File: src/rtl/adcc_pkg.sv
package adcc_pkg;

  typedef enum logic {
    ST_IDLE,
    ST_RUN
  } adcc_state_e;

  typedef enum logic [1:0] {
    FK_DUMMY,
    FK_REAL,
    FK_PARK
  } adcc_kind_e;

  // Track gap in system cycles: whole serial periods, at least min_per of them.
  function automatic int adcc_gap_len(input int half, input int acq, input int min_per);
    int per;
    int n;
    per = 2 * half;
    n = (acq + per - 1) / per;
    if (n < min_per) n = min_per;
    return n * per;
  endfunction

endpackage

File: src/rtl/adcc_sclk_gen.sv
module adcc_sclk_gen #(
  parameter int HALF_DIV = 7,
  parameter int CNT_W    = 5
) (
  input  logic             clk,
  input  logic             rst,
  input  logic             run_i,
  output logic             sclk_o,
  output logic             rise_tick_o,
  output logic [CNT_W-1:0] rise_cnt_o
);
  localparam int HW = (HALF_DIV > 1) ? $clog2(HALF_DIV) : 1;
  localparam logic [HW-1:0] H_LAST = HW'(HALF_DIV - 1);

  logic [HW-1:0]    hcnt_q;
  logic             sclk_q;
  logic [CNT_W-1:0] rcnt_q;
  logic             phase_end;

  assign phase_end = (hcnt_q == H_LAST);

  always_ff @(posedge clk) begin
    if (rst || !run_i) begin
      hcnt_q <= '0;
      sclk_q <= 1'b1;
      rcnt_q <= '0;
    end else if (phase_end) begin
      hcnt_q <= '0;
      sclk_q <= ~sclk_q;
      if (!sclk_q) rcnt_q <= rcnt_q + CNT_W'(1);
    end else begin
      hcnt_q <= hcnt_q + HW'(1);
    end
  end

  assign sclk_o      = sclk_q;
  assign rise_tick_o = run_i && phase_end && !sclk_q;
  assign rise_cnt_o  = rcnt_q;
endmodule

File: src/rtl/adcc_gap_timer.sv
module adcc_gap_timer #(
  parameter int LEN = 56
) (
  input  logic clk,
  input  logic rst,
  input  logic start_i,
  output logic done_o
);
  localparam int GW = $clog2(LEN + 1);

  logic [GW-1:0] cnt_q;

  always_ff @(posedge clk) begin
    if (rst)                cnt_q <= '0;
    else if (start_i)       cnt_q <= GW'(LEN - 1);
    else if (cnt_q != '0)   cnt_q <= cnt_q - GW'(1);
  end

  assign done_o = (cnt_q == '0);
endmodule

File: src/rtl/adcc_capture.sv
module adcc_capture #(
  parameter int LEAD_BITS = 3,
  parameter int DATA_W    = 8
) (
  input  logic              clk,
  input  logic              rst,
  input  logic              shift_i,
  input  logic              din_i,
  output logic [DATA_W-1:0] data_o,
  output logic              lead_bad_o
);
  localparam int CAP_W = LEAD_BITS + DATA_W;

  logic [CAP_W-1:0] word_q;

  always_ff @(posedge clk) begin
    if (rst)          word_q <= '0;
    else if (shift_i) word_q <= {word_q[CAP_W-2:0], din_i};
  end

  assign data_o     = word_q[DATA_W-1:0];
  assign lead_bad_o = |word_q[CAP_W-1 -: LEAD_BITS];
endmodule

File: src/rtl/adc_frame_host.sv
module adc_frame_host
  import adcc_pkg::*;
#(
  parameter int HALF_DIV   = 7,
  parameter int ACQ_CYC    = 18,
  parameter int SHUT_EDGE  = 4,
  parameter int DATA_W     = 8,
  parameter int LEAD_BITS  = 3,
  parameter int FRAME_BITS = 16,
  parameter int TRACK_EDGE = 13
) (
  input  logic              clk,
  input  logic              rst,
  input  logic              req_i,
  input  logic              lowpwr_i,
  input  logic              smp_ready_i,
  input  logic              adc_sdata_i,
  output logic              adc_cs_n_o,
  output logic              adc_sclk_o,
  output logic              smp_valid_o,
  output logic [DATA_W-1:0] smp_data_o,
  output logic              smp_err_o
);
  localparam int CW      = $clog2(FRAME_BITS + 1);
  localparam int CAP_W   = LEAD_BITS + DATA_W;
  localparam int MIN_PER = FRAME_BITS - TRACK_EDGE + 1;
  localparam int GAP_LEN = adcc_gap_len(HALF_DIV, ACQ_CYC, MIN_PER);

  adcc_state_e       st_q;
  adcc_kind_e        kind_q;
  logic              run_q, cs_n_q, pend_q, primed_q, valid_q, err_q;
  logic [DATA_W-1:0] data_q;

  logic              rise_tick;
  logic [CW-1:0]     rise_cnt, rise_n;
  logic              gap_done, gap_start, shift_en;
  logic              park_stop, track_hit, frame_end;
  logic [DATA_W-1:0] cap_data;
  logic              cap_bad;

  adcc_sclk_gen #(.HALF_DIV(HALF_DIV), .CNT_W(CW)) u_sclk (
    .clk(clk), .rst(rst), .run_i(run_q),
    .sclk_o(adc_sclk_o), .rise_tick_o(rise_tick), .rise_cnt_o(rise_cnt)
  );

  adcc_gap_timer #(.LEN(GAP_LEN)) u_gap (
    .clk(clk), .rst(rst), .start_i(gap_start), .done_o(gap_done)
  );

  adcc_capture #(.LEAD_BITS(LEAD_BITS), .DATA_W(DATA_W)) u_cap (
    .clk(clk), .rst(rst), .shift_i(shift_en), .din_i(adc_sdata_i),
    .data_o(cap_data), .lead_bad_o(cap_bad)
  );

  always_comb begin
    rise_n    = rise_cnt + CW'(1);
    park_stop = rise_tick && (kind_q == FK_PARK) && (rise_n == CW'(SHUT_EDGE));
    track_hit = rise_tick && (kind_q != FK_PARK) && (rise_n == CW'(TRACK_EDGE));
    frame_end = rise_tick && (kind_q != FK_PARK) && (rise_n == CW'(FRAME_BITS));
    gap_start = park_stop || track_hit;
    shift_en  = rise_tick && (rise_n <= CW'(CAP_W));
  end

  always_ff @(posedge clk) begin
    if (rst) begin
      st_q     <= ST_IDLE;
      kind_q   <= FK_DUMMY;
      run_q    <= 1'b0;
      cs_n_q   <= 1'b1;
      pend_q   <= 1'b0;
      primed_q <= 1'b0;
      valid_q  <= 1'b0;
      err_q    <= 1'b0;
      data_q   <= '0;
    end else begin
      if (valid_q && smp_ready_i) valid_q <= 1'b0;
      case (st_q)
        ST_IDLE: begin
          if (gap_done) begin
            if (pend_q && (!primed_q || !valid_q)) begin
              st_q   <= ST_RUN;
              run_q  <= 1'b1;
              cs_n_q <= 1'b0;
              kind_q <= primed_q ? FK_REAL : FK_DUMMY;
              if (primed_q) pend_q <= 1'b0;
            end else if (primed_q && lowpwr_i && !pend_q) begin
              st_q   <= ST_RUN;
              run_q  <= 1'b1;
              cs_n_q <= 1'b0;
              kind_q <= FK_PARK;
            end
          end
        end
        ST_RUN: begin
          if (park_stop) begin
            st_q     <= ST_IDLE;
            run_q    <= 1'b0;
            cs_n_q   <= 1'b1;
            primed_q <= 1'b0;
          end else if (frame_end) begin
            st_q   <= ST_IDLE;
            run_q  <= 1'b0;
            cs_n_q <= 1'b1;
            if (kind_q == FK_DUMMY) begin
              primed_q <= 1'b1;
            end else begin
              valid_q <= 1'b1;
              data_q  <= cap_data;
              err_q   <= cap_bad;
            end
          end
        end
        default: st_q <= ST_IDLE;
      endcase
      if (req_i) pend_q <= 1'b1;
    end
  end

  assign adc_cs_n_o  = cs_n_q;
  assign smp_valid_o = valid_q;
  assign smp_data_o  = data_q;
  assign smp_err_o   = err_q;
endmodule

File: config.mk
export PLATFORM = sky130hd
export DESIGN_NAME = adc_frame_host
export DESIGN_NICKNAME = d
export VERILOG_FILES = /design/src/rtl/adcc_pkg.sv /design/src/rtl/adcc_sclk_gen.sv /design/src/rtl/adcc_gap_timer.sv /design/src/rtl/adcc_capture.sv /design/src/rtl/adc_frame_host.sv
export SDC_FILE = /design/constraint.sdc
export NUM_CORES = 1
export LEC_CHECK = 0
export ABC_AREA = 1
export ABC_CLOCK_PERIOD_IN_PS = 2300
export BUFFER_PORTS_ARGS = -buffer_cell sky130_fd_sc_hd__buf_4
export CAP_MARGIN = 20
export CORE_UTILIZATION = 30
export DETAILED_ROUTE_END_ITERATION = 8
export PLACE_DENSITY_LB_ADDON = 0.2
export SLEW_MARGIN = 10
export SYNTH_ARGS = -nofsm -noshare
export SYNTH_HDL_FRONTEND = slang
export SYNTH_SLANG_ARGS = --single-unit
File: constraint.sdc
create_clock -name clk -period 2.3 [get_ports clk]
set_input_delay 0 -clock clk [delete_from_list [all_inputs] [get_ports clk]]
set_output_delay 0 -clock clk [all_outputs]
set_load 0.005 [all_outputs]
==> results.yml, run 1 <==
logic_synthesis:
  ys_seq_area_share_pct: 42.26
  ys.warnings.count: 0
  synth_area_per_cell_um2: 7.687
  syn-num-nets: 279
  post_synth_instance_area_um2: 2037
  postSynthRegisterBits: 43
  post_synth_inst_count: 265
  yosysUniqueCellTypes: 31
floorplan:
  placementRows: 29
  floorplan.initialDensity_pct: 31.54
  core_um2: 6459
  die_h_um: 84.40
  chipWidth_um: 84.40
  floorplan.die_area_um2: 7123
  io-pin-count: 18
layout:
  postLayoutCoreUtil_pct: 36.61
  multi_input_area_um2: 1006
  layout.cell_area.non_filler_um2: 2365
  drive_above_1_share_pct: 16.32
  commonest_non_fill_non_tap_cells_in_the_layout: "sky130_fd_sc_hd__nor2_1 (43), sky130_fd_sc_hd__dfxtp_1 (43), sky130_fd_sc_hd__nand2_1 (36)"
  finalNonFillerCells: 365
  nNetsFinal: 302
  syn_to_final_growth_pct: 16.09
  antenna_cells: 0
  fillCellCount: 688
  seqCellArea_um2: 860.8
timing:
  grt_setup_unrepaired: "no"
  max_slew.worst_pin.slew_ns: 0.4084
  finalHoldWorstSlack_ns: 0.02704
  finalHoldViolations: 0
  timing.slew.headroom_pct: 72.74
  max_clock_freq_ghz: 0.5112
  tns_ns: 0
  worst_setup_slack_after_layout_ns: 0.3437
  slew_violations: 0
  finClkSkew_ns: 0.006185
  finalSetupViolations: 0
  fin_crit_sh_pct: 85.06
  final_period_minus_worst_setup_slack_ns: 1.956
clocking:
  clock_tree.root_cell: "sky130_fd_sc_hd__clkbuf_8"
  clock_sinks: 43
  cts.clk_slew.worst_paths_ns: 0.08
  clock_tree_from_tritoncts: "done"
  cts-htree-levels: 2
  worst_skew_pair.late_latency_ns: 0.29
  clock_path_buffers: 2
  post_cts.resized_instances: 0
  cts_made_buffers: 5
routing:
  drt_drc_violations_left: 4
  num_vias: 1663
  post_drt_wl_per_cell_um: 11.04
  route.detailed.vias_per_inst: 4.556
  detail_route.iter0.violations: 63
  wl_mm: 4.031
  first_pass_iters: 6
  antenna_left: 0
setup_path:
  worst_path_dominant_cell_family: "buffers and inverters"
  required_ns: 2.48
  reg2reg_setup_slack_ns: 0.34
  critical_path.max_fanout: 8
  timing.critical_path.to_type: "flip-flop"
  cp.buffers_inverters: 2
  critical_path_arrival_ns: 2.14
  critical_path.cell_chain: "inv_1 -> ha_1 -> nand3_1 -> nor2_1 -> nand3_1 -> a21oi_1 -> nor2_1 -> dlygate4sd3_1"
  critical_path.max_stage_delay_ns: 0.54
  worst_path_max_delay_cell: "sky130_fd_sc_hd__dlygate4sd3_1"
  worst_setup_path_start_kind: "flip-flop"
  cp_class: "flip-flop to flip-flop"
run_status:
  violations: "DRC"
  run_status: "finished, violations left"
pwr:
  power_density_nw_per_um2: 790.1
  vdd_drop_max_mv: 0.2536
  power.leakage_nw: 0.9301
  power.total_mw: 1.868
place:
  detailedPlace.worstSlack_ns: 0.3673
  placed_area_um2: 2222
  place.detailed.hpwl_mm: 3.012
  placed_cells_incl_taps: 354
  placement.io_buffers: 17
  gpl.final_weighted_congestion: 0.7473
grt:
  grt_pass1_wl_mm: 6.989
  grt_start_max_net_pins: 26
  grt_use_total_pct: 12.38
  grt_antenna_before_repair: 0
  globalRoute.totalOverflow: 0
  grt_pass1_vias: 1550
min_path:
  worstHoldPathType: "primary input to flip-flop"
job:
  drv.max_cap_violation_count: 0
==> layout make-up <==
| class | count | area share [%] |
|---|---|---|
| clock buffers | 6 | 3.069 |
| inverters | 33 | 5.238 |
| well taps | 77 | 4.074 |
| clock inverters | 1 | 1.270 |
| repair buffers | 22 | 7.407 |
| flip-flops and latches | 43 | 36.40 |
| multi-input cells | 183 | 42.54 |
==> worst paths after layout <==
path | from | endpoint | cells past startpoint
min | smp_ready_i | smp_valid_o$_SDFF_PP0_ | 3
max | u_gap.cnt_q[0]$_SDFFE_PP0P_ | pend_q$_SDFFE_PP0P_ | 8
min reg2reg | u_sclk.hcnt_q[0]$_SDFF_PP0_ | u_sclk.hcnt_q[0]$_SDFF_PP0_ | 1
max reg2reg | u_gap.cnt_q[0]$_SDFFE_PP0P_ | pend_q$_SDFFE_PP0P_ | 8
==> cell families (layout without fill, tap and decap cells) <==
kind of cell / after synthesis / after routing / share of synthesized area (%)
AND/OR/NAND/NOR: 130 / 130 / 31.76
flip-flops: 43 / 43 / 42.26
AO/OA/AOI/OAI: 40 / 40 / 10.57
buffers and inverters: 39 / 62 / 8.353
adder cells (fa/ha/maj): 8 / 8 / 4.914
XOR/XNOR: 5 / 5 / 2.150
==> Yosys cell counts, drive strengths merged <==
cell type | n | share of area [%]
nor3 | 6 | 1.5
o22ai | 3 | 0.92
clkbuf | 1 | 0.18
xnor2 | 4 | 1.7
buf | 5 | 2.1
o21a | 1 | 0.37
nand3 | 22 | 5.9
nand3b | 1 | 0.37
inv | 33 | 6.1
xor2 | 1 | 0.43
o21ai | 17 | 4.4
nand2 | 43 | 9.3
or2 | 1 | 0.31
nand4 | 6 | 2.6
a31oi | 1 | 0.31
a21oi | 18 | 4.6
ha | 8 | 4.9
dfxtp | 43 | 42
nor2 | 51 | 12
==> state kept, by name (all words and copies together) (netlist names), 2 cells and up <==
name / count
u_sclk.hcnt_q: 3
u_cap.word_q: 11
smp_data_o: 8
kind_q: 2
u_gap.cnt_q: 6
u_sclk.rise_cnt_o: 5
==> routing by layer <==
| layer | wire, µm | part of all wire [%] | track usage, % |
|---|---|---|---|
| met3 | 131 | 3.2 | 3.147 |
| met1 | 2184 | 54 | 16.43 |
| met4 | 71 | 1.8 | 5.547 |
| met5 | 0 | 0 | 0 |
| met2 | 1642 | 41 | 19.00 |
==> worst register-to-register path, delay by kind of cell, from the launching register on <==
family,cells,cell delay (ns)
buffers and inverters,2,0.64
AND/OR/NAND/NOR,4,0.59
flip-flops,1,0.33
adder cells (fa/ha/maj),1,0.16
AO/OA/AOI/OAI,1,0.14
==> power by group <==
part           total, mW  switching, mW  internal (mW)
Sequential         0.878         0.0619          0.816
Clock              0.567          0.248          0.318
Combinational      0.424          0.241          0.182
Total               1.87          0.551           1.32
==> timing repair <==
action | in CTS | in global routing
buffers inserted | 0 | 0
endpoints found under the setup margin | 0 | 0
hold buffers | 4 | 0
endpoints found under the hold margin | 6 | 0
No activity file was read; power rests on OpenSTA's default activity.
==> inputs of run 2 (changes only) <==
--- a/config.mk
+++ b/config.mk
@@ -12,7 +12,9 @@
 export CORE_UTILIZATION = 30
 export DETAILED_ROUTE_END_ITERATION = 8
 export PLACE_DENSITY_LB_ADDON = 0.2
+export SKIP_LAST_GASP = 1
 export SLEW_MARGIN = 10
 export SYNTH_ARGS = -nofsm -noshare
 export SYNTH_HDL_FRONTEND = slang
+export SYNTH_HIERARCHICAL = 1
 export SYNTH_SLANG_ARGS = --single-unit
==> run 2 against run 1 <==
Against the previous run:
- the flow now finishes without violations
- via count is 14% higher
- final cell count grew 24%
- die area up 13%
- cell area grew 12%
- critical path type unchanged
- synthesized area grew 13%
- combinational power increased by 26%
- sequential share of layout area is 4.0 points lower
- synthesized cell count grew 26%
==> results.yml, run 2 <==
grt:
  globalRoute.totalOverflow: 0
  grt_pass1_wl_mm: 7.845
  grt_start_max_net_pins: 23
  grt_antenna_before_repair: 0
  grt_use_total_pct: 11.68
  grt_pass1_vias: 1812
routing:
  first_pass_iters: 4
  num_vias: 1891
  detail_route.iter0.violations: 92
  drt_drc_violations_left: 0
  post_drt_wl_per_cell_um: 9.482
  antenna_left: 0
  wl_mm: 4.286
  route.detailed.vias_per_inst: 4.184
timing:
  max_slew.worst_pin.slew_ns: 0.4191
  slew_violations: 0
  final_period_minus_worst_setup_slack_ns: 2.014
  fin_crit_sh_pct: 87.54
  finClkSkew_ns: 0.01094
  grt_setup_unrepaired: "no"
  finalHoldWorstSlack_ns: 0.2290
  timing.slew.headroom_pct: 72.02
  finalSetupViolations: 0
  max_clock_freq_ghz: 0.4966
  finalHoldViolations: 0
  tns_ns: 0
logic_synthesis:
  number_of_synthesized_flops_with_an_enable_pin: 0
  cell_accounting_for_the_most_synthesized_area: "sky130_fd_sc_hd__dfxtp_1"
  syn-num-nets: 348
  postSynthRegisterBits: 43
  post_synth_inst_count: 333
  synth_top_cells_by_area: "sky130_fd_sc_hd__dfxtp_1 (37%), sky130_fd_sc_hd__nand2_1 (12%), sky130_fd_sc_hd__nor2_1 (11%)"
  async_flop_share_pct: 0
  synthMostInstantiatedCell: "sky130_fd_sc_hd__nand2_1"
  synth_area_per_cell_um2: 6.940
  post_synth_instance_area_um2: 2311
  ys_seq_area_share_pct: 37.25
  synth.top_cells.by_count: "sky130_fd_sc_hd__nand2_1 (74), sky130_fd_sc_hd__nor2_1 (69), sky130_fd_sc_hd__inv_1 (50), sky130_fd_sc_hd__dfxtp_1 (43), sky130_fd_sc_hd__nand3_1 (24)"
  ys.warnings.count: 6
  yosysUniqueCellTypes: 28
  synthDominantCellAreaShare_pct: 37.25
  synth_flop_cell: "sky130_fd_sc_hd__dfxtp_1"
clocking:
  clock_tree_from_tritoncts: "done"
  cts-htree-levels: 2
  clock_tree.root_cell: "sky130_fd_sc_hd__clkbuf_8"
  cts_made_buffers: 5
  clock_path_buffers: 2
  cts.clk_slew.worst_paths_ns: 0.09
  worst_skew_pair.late_latency_ns: 0.29
  post_cts.resized_instances: 0
  clock_sinks: 43
setup_path:
  regToRegEndpoint: "pend_q$_SDFFE_PP0P_"
  rr_startpoint: "u_gap/cnt_q[0]$_SDFFE_PP0P_"
  required_ns: 2.47
  critical_path_arrival_ns: 2.19
  timing.critical_path.from: "u_gap/cnt_q[0]$_SDFFE_PP0P_"
  critical_path.max_fanout: 5
  crit_end: "pend_q$_SDFFE_PP0P_"
  worst_path_max_delay_cell: "sky130_fd_sc_hd__dlygate4sd3_1"
  critical_path.max_stage_delay_ns: 0.54
  timing.critical_path.to_type: "flip-flop"
  worst-r2r-cell-count: 10
  worst_setup_path_start_kind: "flip-flop"
  reg2reg_setup_slack_ns: 0.29
  critical_path.cell_chain: "inv_1 -> ha_1 -> nand2_1 -> nor2_4 -> nand3_1 -> inv_1 -> nand2_1 -> a21oi_1 -> nor2_1 -> dlygate4sd3_1"
  cp_class: "flip-flop to flip-flop"
floorplan:
  floorplan.initialDensity_pct: 31.52
  io-pin-count: 18
  core_um2: 7331
  die_h_um: 89.77
  floorplan.die_area_um2: 8058
  placementRows: 31
  chipWidth_um: 89.77
run_status:
  run_status: "completed"
layout:
  postLayoutCoreUtil_pct: 36.25
  syn_to_final_growth_pct: 15.00
  drive_above_1_share_pct: 13.60
  largest_register_ffs: 11
  fillCellCount: 763
  largest_register: "u_cap/word_q"
  commonest_non_fill_non_tap_cells_in_the_layout: "sky130_fd_sc_hd__nand2_1 (74), sky130_fd_sc_hd__nor2_1 (69), sky130_fd_sc_hd__inv_1 (50)"
  final_common_cell: "sky130_fd_sc_hd__nand2_1"
  finalNonFillerCells: 452
  layout.cell_area.non_filler_um2: 2658
  nNetsFinal: 367
  multi_input_area_um2: 1141
  seqCellArea_um2: 860.8
  antenna_cells: 0
min_path:
  worstHoldPathType: "primary input to flip-flop"
place:
  placed_area_um2: 2475
  placement.io_buffers: 17
  place.detailed.hpwl_mm: 3.069
  gpl.final_weighted_congestion: 0.6931
  placed_cells_incl_taps: 439
pwr:
  vdd_drop_max_mv: 0.3141
  power_density_nw_per_um2: 793.6
  power.leakage_nw: 1.117
job:
  drv.max_cap_violation_count: 0
## run 2: per-layer routing
metal	GRT usage, %	vias up	routed length (µm)
li1	-	1044	-
met1	15.02	819	2306
met2	18.46	24	1809
met3	3.130	4	112
met4	4.781	0	57
met5	0	-	0
## run 2: power breakdown
part           total (mW)  switching, mW  internal [mW]  leakage (nW)
Combinational       0.536          0.325          0.211         0.703
Clock               0.692          0.258          0.434        0.0654
Sequential          0.881         0.0637          0.817         0.348
## run 2: worst min-delay path by stage
stage / slack, ns / depth (start not counted) / startpoint / to
after global placement: 0.21 / 3 / req_i / pend_q$_SDFFE_PP0P_
after detailed placement: 0.21 / 3 / req_i / pend_q$_SDFFE_PP0P_
after CTS: 0.22 / 5 / lowpwr_i / st_q$_SDFF_PP0_
after global routing: 0.28 / 5 / lowpwr_i / st_q$_SDFF_PP0_
after floorplan: 0.07 / 1 / rst / kind_q[0]$_SDFFE_PP0P_
final: 0.23 / 5 / lowpwr_i / st_q$_SDFF_PP0_
## run 2: through the flow
step	power (mW)	setup WS [ns]
after floorplan	1.329	0.5717
after global placement	1.432	0.3489
after detailed placement	1.432	0.2998
after CTS	2.143	0.2666
after global routing	2.259	0.01099
final	2.109	0.2865
## run 2: cell families after synthesis
group | after synthesis | share of synthesized area (%)
buffers and inverters | 66 | 13.37
xor gates and xnor gates | 3 | 1.137
and+or+nand+nor | 192 | 38.66
DFF | 43 | 37.25
AOI/OAI and AO/OA | 20 | 4.711
adders and majority gates | 9 | 4.873
## run 2: critical path: cells and delay by family (launching register included)
family	cells	cell delay, ns
AO/OA/AOI/OAI	1	0.13
adder cells (fa/ha/maj)	1	0.18
buffers and inverters	3	0.77
flip-flops	1	0.33
AND/OR/NAND/NOR	5	0.47
## run 2: area by class of cell
cell class | count | area share (%)
Multi-Input combinational cell | 224 | 42.94
Sequential cell | 43 | 32.39
Timing Repair Buffer | 25 | 7.533
Inverter | 53 | 7.486
Tap cell | 99 | 4.661
Clock buffer | 6 | 2.731
Clock inverter | 2 | 2.260
## run 2: timing repair
item / 4_1_cts / 5_1_grt
hold buffers: 5 / 0
buffers inserted: 0 / 0
endpoints found under the hold margin: 7 / 0
==> inputs of run 3 (changes only) <==
--- a/config.mk
+++ b/config.mk
@@ -5,7 +5,6 @@
 export SDC_FILE = /design/constraint.sdc
 export NUM_CORES = 1
 export LEC_CHECK = 0
-export ABC_AREA = 1
 export ABC_CLOCK_PERIOD_IN_PS = 2300
 export BUFFER_PORTS_ARGS = -buffer_cell sky130_fd_sc_hd__buf_4
 export CAP_MARGIN = 20
@@ -13,7 +12,7 @@
 export DETAILED_ROUTE_END_ITERATION = 8
 export PLACE_DENSITY_LB_ADDON = 0.2
 export SKIP_LAST_GASP = 1
-export SLEW_MARGIN = 10
+export SLEW_MARGIN = 20
 export SYNTH_ARGS = -nofsm -noshare
 export SYNTH_HDL_FRONTEND = slang
 export SYNTH_HIERARCHICAL = 1
==> run 3 against run 2 <==
Against the previous run:
- die area fell by 6.7%
- first-iteration DRC count is 9.8% higher
- wire length is 8.1% lower
- synthesized area fell by 6.9%
- critical path type unchanged
- largest power group unchanged
==> results.yml, run 3 <==
clocking:
  cts-htree-levels: 2
  clock_tree.root_cell: "sky130_fd_sc_hd__clkbuf_8"
  clock_path_buffers: 2
  cts.clk_slew.worst_paths_ns: 0.09
  cts_made_buffers: 5
  clock_sinks: 43
  post_cts_buffers: 0
  clock_tree_from_tritoncts: "done"
  worst_skew_pair.late_latency_ns: 0.30
logic_synthesis:
  synth_top_cells_by_area: "sky130_fd_sc_hd__dfxtp_1 (40%), sky130_fd_sc_hd__mux2i_1 (9.8%), sky130_fd_sc_hd__nand2b_1 (6.7%)"
  ys_seq_area_share_pct: 40.00
  synthMostInstantiatedCell: "sky130_fd_sc_hd__dfxtp_1"
  post_synth_inst_count: 230
  synth_area_per_cell_um2: 9.357
  async_flop_share_pct: 0
  number_of_synthesized_flops_with_an_enable_pin: 0
  syn-num-nets: 245
  synthDominantCellAreaShare_pct: 40.00
  cell_accounting_for_the_most_synthesized_area: "sky130_fd_sc_hd__dfxtp_1"
  postSynthRegisterBits: 43
  synth.top_cells.by_count: "sky130_fd_sc_hd__dfxtp_1 (43), sky130_fd_sc_hd__nor2_1 (27), sky130_fd_sc_hd__nand2b_1 (23), sky130_fd_sc_hd__mux2i_1 (21), sky130_fd_sc_hd__ha_1 (9)"
  synth_flop_cell: "sky130_fd_sc_hd__dfxtp_1"
  post_synth_instance_area_um2: 2152
  yosysUniqueCellTypes: 43
  ys.warnings.count: 6
grt:
  grt_pass1_wl_mm: 6.651
  grt_use_total_pct: 11.48
  globalRoute.totalOverflow: 0
  grt_pass1_vias: 1406
  grt_antenna_before_repair: 0
  grt_start_max_net_pins: 48
min_path:
  worstHoldPathType: "primary input to flip-flop"
  hold_start: "smp_ready_i"
  whs_endpoint: "smp_valid_o$_SDFF_PP0_"
  timing.hold.worst_path_depth: 3
timing:
  slew_violations: 0
  max_clock_freq_ghz: 0.4702
  fin_crit_sh_pct: 92.47
  max_slew.worst_pin.slew_ns: 0.4416
  final_period_minus_worst_setup_slack_ns: 2.127
  finClkSkew_ns: 0.01154
  finalSetupViolations: 0
  grt_setup_unrepaired: "yes"
  timing.slew.headroom_pct: 70.33
  finalHoldViolations: 0
setup_path:
  required_ns: 2.47
  worst-r2r-cell-count: 8
  critical_path.max_fanout: 5
  worst_setup_path_start_kind: "flip-flop"
  regToRegEndpoint: "pend_q$_SDFFE_PP0P_"
  timing.critical_path.to_type: "flip-flop"
  reg2reg_setup_slack_ns: 0.17
  cp_class: "flip-flop to flip-flop"
  rr_startpoint: "u_gap/cnt_q[0]$_SDFFE_PP0P_"
  critical_path_arrival_ns: 2.30
place:
  placement.io_buffers: 17
  gpl.final_weighted_congestion: 0.7299
  place.detailed.hpwl_mm: 2.724
  placed_cells_incl_taps: 333
pwr:
  power.leakage_nw: 0.9402
  vdd_drop_max_mv: 0.2356
  power_density_nw_per_um2: 738.0
  power.total_mw: 1.868
floorplan:
  chipWidth_um: 86.70
  placementRows: 30
  core_um2: 6869
  die_h_um: 86.70
  io-pin-count: 18
  floorplan.initialDensity_pct: 31.33
  floorplan.die_area_um2: 7516
routing:
  num_vias: 1578
  wl_mm: 3.940
  first_pass_iters: 4
  antenna_left: 0
  route.detailed.vias_per_inst: 4.601
  post_drt_wl_per_cell_um: 11.49
  drt_drc_violations_left: 0
  detail_route.iter0.violations: 101
layout:
  nNetsFinal: 261
  drive_above_1_share_pct: 19.43
  largest_register_ffs: 11
  commonest_non_fill_non_tap_cells_in_the_layout: "sky130_fd_sc_hd__dfxtp_1 (43), sky130_fd_sc_hd__nor2_1 (25), sky130_fd_sc_hd__nand2b_1 (23), sky130_fd_sc_hd__buf_4 (23), sky130_fd_sc_hd__mux2i_1 (21)"
  final_common_cell: "sky130_fd_sc_hd__dfxtp_1"
  antenna_cells: 0
  largest_register: "u_cap/word_q"
  finalNonFillerCells: 343
  syn_to_final_growth_pct: 17.62
job:
  drv.max_cap_violation_count: 0
run_status:
  run_status: "completed"
[run 3: layout make-up]
| class | instances | area (µm²) |
|---|---|---|
| Clock inverter | 3 | 43.79 |
| Multi-Input combinational cell | 162 | 1195 |
| Fill cell | 694 | 4338 |
| Timing Repair Buffer | 26 | 212.7 |
| Tap cell | 96 | 120.1 |
| Sequential cell | 43 | 860.8 |
| Inverter | 8 | 30.03 |
| Clock buffer | 5 | 68.82 |
[run 3: repair_timing]
item                                   in CTS  in global routing
resized for setup                           1                  8
endpoints found under the hold margin       2                  0
pin swaps                                   0                  1
setup endpoints to repair                   1                  5
hold buffers                                2                  0
[run 3: stage by stage]
stage / setup TNS (ns) / util [%] / area, µm² / hold WS, ns / setup slack, ns
3_5_place_dp: 0 / 34.41 / 2364 / 0.2202 / 0.03652
5_1_grt: -0.03644 / 36.85 / 2531 / 0.01515 / -0.01828
2_1_floorplan: 0 / - / 2156 / 0.06941 / 0.04226
4_1_cts: 0 / 36.41 / 2501 / 0.01078 / 0.08649
6_report: 0 / 36.85 / 2531 / 0.02172 / 0.1731
3_3_place_gp: 0 / 34.41 / 2364 / 0.2171 / 0.1417
[run 3: cell families after synthesis]
kind of cell / after synthesis / synth area share [%]
fa+ha+maj: 9 / 5.233
compound gates: 32 / 10.93
flops: 43 / 40.00
xor+xnor: 4 / 1.628
buf+inv: 25 / 6.918
mux: 22 / 10.41
simple gates: 95 / 24.88
[run 3: critical path, stage by stage, from the launching register on]
cell,delay [ns]
sky130_fd_sc_hd__dfxtp_1,0.35
sky130_fd_sc_hd__inv_1,0.09
sky130_fd_sc_hd__ha_2,0.19
sky130_fd_sc_hd__or4b_4,0.47
sky130_fd_sc_hd__nor2_2,0.12
sky130_fd_sc_hd__nand3b_1,0.11
sky130_fd_sc_hd__or3b_2,0.47
sky130_fd_sc_hd__a21oi_1,0.15
sky130_fd_sc_hd__nor2_1,0.05
[run 3: worst max-delay path by stage]
stage / cells after the start / end / start / slack (ns)
global route: 11 / u_gap/cnt_q[0]$_SDFFE_PP0P_ / u_sclk/hcnt_q[0]$_SDFF_PP0_ / -0.02
CTS: 11 / u_gap/cnt_q[0]$_SDFFE_PP0P_ / u_sclk/hcnt_q[0]$_SDFF_PP0_ / 0.09
detailed placement: 11 / u_gap/cnt_q[0]$_SDFFE_PP0P_ / u_sclk/hcnt_q[0]$_SDFF_PP0_ / 0.04
floorplan: 12 / u_gap/cnt_q[0]$_SDFFE_PP0P_ / u_sclk/hcnt_q[0]$_SDFF_PP0_ / 0.04
global placement: 8 / st_q$_SDFF_PP0_ / u_gap/cnt_q[0]$_SDFFE_PP0P_ / 0.14
finish: 8 / pend_q$_SDFFE_PP0P_ / u_gap/cnt_q[0]$_SDFFE_PP0P_ / 0.17
[run 3: metal layers]
metal,share of wire [%],global-route usage [%]
met1,53,15.62
met2,43,16.67
met3,2.9,3.714
met4,1.4,4.697
met5,0,0
[run 3: where the power goes]
| group | switching, mW | internal, mW |
|---|---|---|
| logic | 0.179 | 0.204 |
| clock network | 0.267 | 0.323 |
| registers | 0.0848 | 0.811 |
